### src/rtl/pdq_pkg.sv
package pdq_pkg;

   localparam int PH_W = 3;

   typedef logic [PH_W-1:0] phase_t;
   typedef logic [1:0]      dibit_t;

   // decision for one symbol slot
   typedef struct packed {
      logic   emit;
      logic   start;
      logic   ramp;
      dibit_t sym;
   } slot_dec_t;

   // phase advance for a pair {X,Y}, in units of pi/4
   function automatic phase_t step_of(input dibit_t d);
      phase_t s;
      case (d)
         2'b00:   s = phase_t'(1);
         2'b01:   s = phase_t'(3);
         2'b11:   s = phase_t'(5);
         default: s = phase_t'(7);
      endcase
      return s;
   endfunction

endpackage

### src/rtl/pdq_bit_aligner.sv
module pdq_bit_aligner
   import pdq_pkg::*;
(
   input  logic   clk,
   input  logic   rst_n,
   input  logic   pwr_down,
   input  logic   ser_bit,
   input  logic   burst_in,
   output logic   slot_vld,
   output dibit_t slot_pair,
   output logic   slot_burst
);

   logic armed_q;
   logic odd_q;
   logic prev_q;
   logic x_q;
   logic b_q;
   logic align_hit;

   assign align_hit = armed_q & burst_in & ~prev_q;

   always_ff @(posedge clk or negedge rst_n) begin
      if (!rst_n) begin
         armed_q <= 1'b1;
         odd_q   <= 1'b0;
         prev_q  <= 1'b0;
         x_q     <= 1'b0;
         b_q     <= 1'b0;
      end else if (pwr_down) begin
         armed_q <= 1'b1;
         odd_q   <= 1'b0;
         prev_q  <= 1'b0;
         b_q     <= 1'b0;
      end else begin
         prev_q <= burst_in;
         if (align_hit) begin
            armed_q <= 1'b0;
            odd_q   <= 1'b1;
            x_q     <= ser_bit;
            b_q     <= 1'b1;
         end else if (!odd_q) begin
            odd_q <= 1'b1;
            x_q   <= ser_bit;
            b_q   <= burst_in & ~armed_q;
         end else begin
            odd_q <= 1'b0;
         end
      end
   end

   assign slot_vld   = odd_q & ~pwr_down;
   assign slot_pair  = {x_q, ser_bit};
   assign slot_burst = b_q;

endmodule

### src/rtl/pdq_burst_framer.sv
module pdq_burst_framer
   import pdq_pkg::*;
#(
   parameter int RAMP_SYMS = 2
) (
   input  logic      clk,
   input  logic      rst_n,
   input  logic      pwr_down,
   input  logic      slot_vld,
   input  dibit_t    slot_pair,
   input  logic      slot_burst,
   input  logic      test_en,
   input  dibit_t    test_pair,
   output logic      dec_vld,
   output slot_dec_t dec
);

   localparam int HD = 2 * RAMP_SYMS;

   logic [HD:1] bh_q;
   dibit_t      pq_q [1:RAMP_SYMS];

   always_ff @(posedge clk or negedge rst_n) begin
      if (!rst_n)          bh_q <= '0;
      else if (pwr_down)   bh_q <= '0;
      else if (slot_vld)   bh_q <= {bh_q[HD-1:1], slot_burst};
   end

   for (genvar k = 1; k <= RAMP_SYMS; k++) begin : g_pair_dly
      if (k == 1) begin : g_head
         always_ff @(posedge clk or negedge rst_n) begin
            if (!rst_n)        pq_q[k] <= '0;
            else if (slot_vld) pq_q[k] <= slot_pair;
         end
      end else begin : g_body
         always_ff @(posedge clk or negedge rst_n) begin
            if (!rst_n)        pq_q[k] <= '0;
            else if (slot_vld) pq_q[k] <= pq_q[k-1];
         end
      end
   end

   logic data_slot;
   logic tail_slot;
   logic ramp_slot;

   assign data_slot = bh_q[RAMP_SYMS];
   assign tail_slot = |bh_q[HD:RAMP_SYMS+1];
   assign ramp_slot = ~test_en & ~data_slot & (slot_burst | tail_slot);

   always_comb begin
      dec.start = slot_burst & ~bh_q[1];
      dec.ramp  = ramp_slot;
      dec.emit  = data_slot | ramp_slot;
      if (ramp_slot)    dec.sym = 2'b00;
      else if (test_en) dec.sym = test_pair;
      else              dec.sym = pq_q[RAMP_SYMS];
   end

   assign dec_vld = slot_vld;

endmodule

### src/rtl/pdq_phase_accum.sv
module pdq_phase_accum
   import pdq_pkg::*;
(
   input  logic      clk,
   input  logic      rst_n,
   input  logic      pwr_down,
   input  logic      dec_vld,
   input  slot_dec_t dec,
   output logic      sym_valid,
   output phase_t    phase_idx
);

   phase_t acc_q;
   phase_t base;
   phase_t nxt;

   assign base = dec.start ? '0 : acc_q;
   assign nxt  = base + step_of(dec.sym);

   always_ff @(posedge clk or negedge rst_n) begin
      if (!rst_n) begin
         acc_q     <= '0;
         phase_idx <= '0;
         sym_valid <= 1'b0;
      end else if (pwr_down) begin
         acc_q     <= '0;
         sym_valid <= 1'b0;
      end else if (dec_vld && dec.emit) begin
         acc_q     <= nxt;
         phase_idx <= nxt;
         sym_valid <= 1'b1;
      end else begin
         if (dec_vld) acc_q <= base;
         sym_valid <= 1'b0;
      end
   end

endmodule

### src/rtl/pdq_lag_line.sv
module pdq_lag_line #(
   parameter int DEPTH = 5
) (
   input  logic clk,
   input  logic rst_n,
   input  logic clr,
   input  logic din,
   output logic dout
);

   if (DEPTH == 1) begin : g_single
      logic r_q;
      always_ff @(posedge clk or negedge rst_n) begin
         if (!rst_n)   r_q <= 1'b0;
         else if (clr) r_q <= 1'b0;
         else          r_q <= din;
      end
      assign dout = r_q;
   end else begin : g_chain
      logic [DEPTH-1:0] sr_q;
      always_ff @(posedge clk or negedge rst_n) begin
         if (!rst_n)   sr_q <= '0;
         else if (clr) sr_q <= '0;
         else          sr_q <= {sr_q[DEPTH-2:0], din};
      end
      assign dout = sr_q[DEPTH-1];
   end

endmodule

### src/rtl/pi4dq_burst_mapper.sv
module pi4dq_burst_mapper
   import pdq_pkg::*;
#(
   parameter int RAMP_SYMS = 2,
   parameter int LAG_BITS  = 5
) (
   input  logic       clk,
   input  logic       rst_n,
   input  logic       pwr_down,
   input  logic       ser_bit,
   input  logic       burst_in,
   input  logic       test_en,
   input  logic [1:0] test_pair,
   output logic       sym_valid,
   output logic [2:0] phase_idx,
   output logic       burst_out
);

   if (RAMP_SYMS < 1 || RAMP_SYMS > 8) begin : g_bad_ramp
      $error("RAMP_SYMS must lie in 1..8");
   end
   if (LAG_BITS < 1) begin : g_bad_lag
      $error("LAG_BITS must be at least 1");
   end

   logic      slot_vld;
   dibit_t    slot_pair;
   logic      slot_burst;
   logic      dec_vld;
   slot_dec_t dec;
   phase_t    ph;

   pdq_bit_aligner u_align (
      .clk        (clk),
      .rst_n      (rst_n),
      .pwr_down   (pwr_down),
      .ser_bit    (ser_bit),
      .burst_in   (burst_in),
      .slot_vld   (slot_vld),
      .slot_pair  (slot_pair),
      .slot_burst (slot_burst)
   );

   pdq_burst_framer #(.RAMP_SYMS(RAMP_SYMS)) u_frame (
      .clk        (clk),
      .rst_n      (rst_n),
      .pwr_down   (pwr_down),
      .slot_vld   (slot_vld),
      .slot_pair  (slot_pair),
      .slot_burst (slot_burst),
      .test_en    (test_en),
      .test_pair  (test_pair),
      .dec_vld    (dec_vld),
      .dec        (dec)
   );

   pdq_phase_accum u_acc (
      .clk       (clk),
      .rst_n     (rst_n),
      .pwr_down  (pwr_down),
      .dec_vld   (dec_vld),
      .dec       (dec),
      .sym_valid (sym_valid),
      .phase_idx (ph)
   );

   assign phase_idx = ph;

   pdq_lag_line #(.DEPTH(LAG_BITS)) u_lag (
      .clk   (clk),
      .rst_n (rst_n),
      .clr   (pwr_down),
      .din   (burst_in),
      .dout  (burst_out)
   );

endmodule

### config.mk
export PLATFORM = sky130hd
export DESIGN_NAME = pi4dq_burst_mapper
export DESIGN_NICKNAME = d
export VERILOG_FILES = /design/src/rtl/pdq_pkg.sv /design/src/rtl/pdq_bit_aligner.sv /design/src/rtl/pdq_burst_framer.sv /design/src/rtl/pdq_phase_accum.sv /design/src/rtl/pdq_lag_line.sv /design/src/rtl/pi4dq_burst_mapper.sv
export SDC_FILE = /design/constraint.sdc
export NUM_CORES = 1
export LEC_CHECK = 0
export ABC_AREA = 1
export BUFFER_PORTS_ARGS = -buffer_cell sky130_fd_sc_hd__buf_4
export CAP_MARGIN = 20
export CORE_UTILIZATION = 45
export CTS_CLUSTER_DIAMETER = 40
export DETAILED_ROUTE_END_ITERATION = 16
export PLACE_DENSITY = 0.76
export SLEW_MARGIN = 20
export SYNTH_ARGS = -nofsm -noshare
export SYNTH_HDL_FRONTEND = slang
export SYNTH_HIERARCHICAL = 1
export SYNTH_SLANG_ARGS = --single-unit
### constraint.sdc
create_clock -name clk -period 2 [get_ports clk]
set_input_delay 0.3 -clock clk [delete_from_list [all_inputs] [get_ports clk]]
set_output_delay 0.3 -clock clk [all_outputs]
set_load 0.02 [all_outputs]
==> key figures <==
Clock tree
  – Clock latency at the later pin of the worst-skew pair: 320 ps
  – Htree depth: 1
  – CTS root buf: clkbuf_4
  – Deepest clock path buffer count: 2
  – CTS tree: built
  – Num Clock Sinks: 25
  – CTS Buf Count: 3
  – Worst-path clk slew: 130 ps

Power
  – Seq pwr share: 55.5%
  – Internal power: 0.729 mW
  – Cell area power density: 743 nW/µm²
  – Peak supply drop: 0.608 mV
  – Clk pwr share: 21.6%
  – Switching power: 0.319 mW
  – Leak pwr: 0.770 nW
  – Comb power frac: 22.9%
  – Sw frac: 30.5%

Setup path
  – Setup crit start kind: register
  – WP data required: 2230 ps
  – R2r worst-path depth: 13
  – CP arrival: 2180 ps
  – CP Max Fanout: 3
  – Crit. End Element: register
  – Critical path class: register to register

STA
  – Highest Clock Rate: 0.512 GHz
  – Rel. slew slack: 79.2%
  – Fin worst setup slack: 47.9 ps
  – Fin crit share: 97.6%
  – Fin. max-slew vios: 0
  – Worst Skew: 1.88 ps
  – Final worst path period need: 1950 ps
  – Final setup viols: 0
  – RSZ-0062 raised after global routing: yes
  – Final Hold Viols: 0
  – Slew @ Worst Pin: 311 ps

Final layout
  – Commonest non-fill, non-tap cell in the layout: nand2_1
  – Cell area after layout: 1410 µm²
  – Share of post-route cells with drive strength above 1: 27.9%
  – Most frequent cells in the layout: nand2_1 (39), dfrtp_1 (24), buf_4 (20)
  – Fill cells: 237
  – Antenna Cells: 0
  – Register area: 627 µm²
  – P&R area growth vs syn: 19.5%
  – Area of the multi-input gates: 460 µm²
  – Nets@finish: 177

Global route
  – Vias in the first global route: 897
  – Met3 GRT Util: 2.87%
  – Met2 global-route usage: 30.8%
  – Total Routing Usage GR: 17.0%
  – Met1 Use GR: 18.4%
  – First-pass GRT wire length: 3.41 mm
  – Initial antenna violation count: 0
  – Total grt overflow: 0
  – Global routing's busiest layer: met2
  – Largest net degree at the start of global routing: 26

Job
  – Max_cap viols: 0

Place
  – Dpl hpwl: 1.52 mm
  – Post-Place Cell Area: 1300 µm²
  – Gpl congestion: 0.810
  – I/O Buffers: 12
  – Place WS: -66.1 ps

Drt
  – TritonRoute pass-1 iters: 4
  – Starting DRC count in detailed routing: 35
  – Post-DR wirelength/cell: 11.0 µm
  – Routed WL: 2.14 mm
  – Routed Antenna Nets: 0
  – Vias/cell: 4.77
  – DRC violation count after routing: 0
  – Vias: 931

Status
  – Status: finished clean

Floorplanning
  – Initial Utilization: 47.6%
  – Die area: 2830 µm²
  – Core Region: 2480 µm²
  – Top Ports: 13
  – Row cnt: 18
  – Chip width: 53.2 µm
  – Die H: 53.2 µm

Synthesis
  – Mapped cell area: 1180 µm²
  – Yosys warnings: 6
  – Post-synthesis cell count: 144
  – Syn_nets: 155
  – Mean Syn Cell Area: 8.19 µm²

Hold path
  – WHS Path Cells: 3
  – Hold Path Class: input port to register
==> worst max-delay path, stage by stage, from the launching register on <==
cell     delay, ps
dfrtp_1        410
nor2_1         110
nand2_1         70
nand2_2         90
nand2_2         50
inv_2           60
inv_2           40
ha_4           210
fa_2           540
inv_2           40
nand2_1         70
o21ai_1         60
nand2_1         60
nand2_1         50
==> per-stage QoR <==
stage	hold WS [ps]	cells	setup TNS [ps]	util, %	power, mW
after floorplan	4.41	144	0	-	0.718
after global placement	211	185	0	52.3	0.785
after detailed placement	217	185	-66.1	52.3	0.796
after CTS	182	191	0	54.7	1.03
after global routing	211	195	-108	56.9	1.11
final	193	195	0	56.9	1.05
==> state kept, by name, indices dropped and copies added (netlist names) <==
signal,cells
u_align/slot_burst,1
u_acc/sym_valid,1
u_frame/pq_q,4
u_align/x_q,1
u_acc/acc_q,3
u_lag/g_chain.sr_q,5
u_align/prev_q,1
u_align/armed_q,1
u_frame/bh_q,4
u_acc/phase_idx,3
u_align/odd_q,1
==> final cells by class <==
cell class,instances,share of cell area (%)
clock buffers,3,1.60
clock inverters,1,0.355
inverters,26,6.92
multi-input cells,89,32.7
flip-flops and latches,25,44.5
well taps,30,2.66
repair buffers,21,11.4
==> what timing repair did <==
action | CTS | global route
endpoints found under the setup margin | 1 | 3
gates cloned | 0 | 0
pin swaps | 1 | 7
buffers inserted | 1 | 4
resized for setup | 2 | 14
hold endpoints to repair | 24 | 0
hold buffers | 1 | 0
==> path summary, 6_finish.rpt <==
| path | startpoint | endpoint | slack, ps |
|---|---|---|---|
| max | u_frame/bh_q[4]$_DFFE_PN0P_ | u_acc/acc_q[1]$_DFFE_PN0P_ | 50 |
| min | ser_bit | u_frame/pq_q[2]$_DFFE_PN0P_ | 190 |
| max reg2reg | u_frame/bh_q[4]$_DFFE_PN0P_ | u_acc/acc_q[1]$_DFFE_PN0P_ | 50 |
| min reg2reg | u_lag/g_chain.sr_q[0]$_DFF_PN0_ | u_lag/g_chain.sr_q[1]$_DFF_PN0_ | 470 |
| max in group asynchronous | rst_n | u_align/armed_q$_DFFE_PN1P_ | 1320 |
| min in group asynchronous | rst_n | u_lag/g_chain.sr_q[4]$_DFF_PN0_ | 400 |
==> per-layer routing <==
layer	wire length, µm	vias up
li1	-	471
met1	889	432
met2	1140	25
met3	83	3
met4	28	0
met5	0	-
==> power groups by stage <==
stage / Clock (mW) / Combinational (mW) / Sequential, mW
after detailed placement: 0 / 0.204 / 0.592
after global placement: 0 / 0.196 / 0.589
final: 0.226 / 0.240 / 0.582
after CTS: 0.233 / 0.215 / 0.582
after floorplan: 0 / 0.109 / 0.609
after global routing: 0.248 / 0.274 / 0.589
Note: power is estimated with default switching activity, not from simulation.
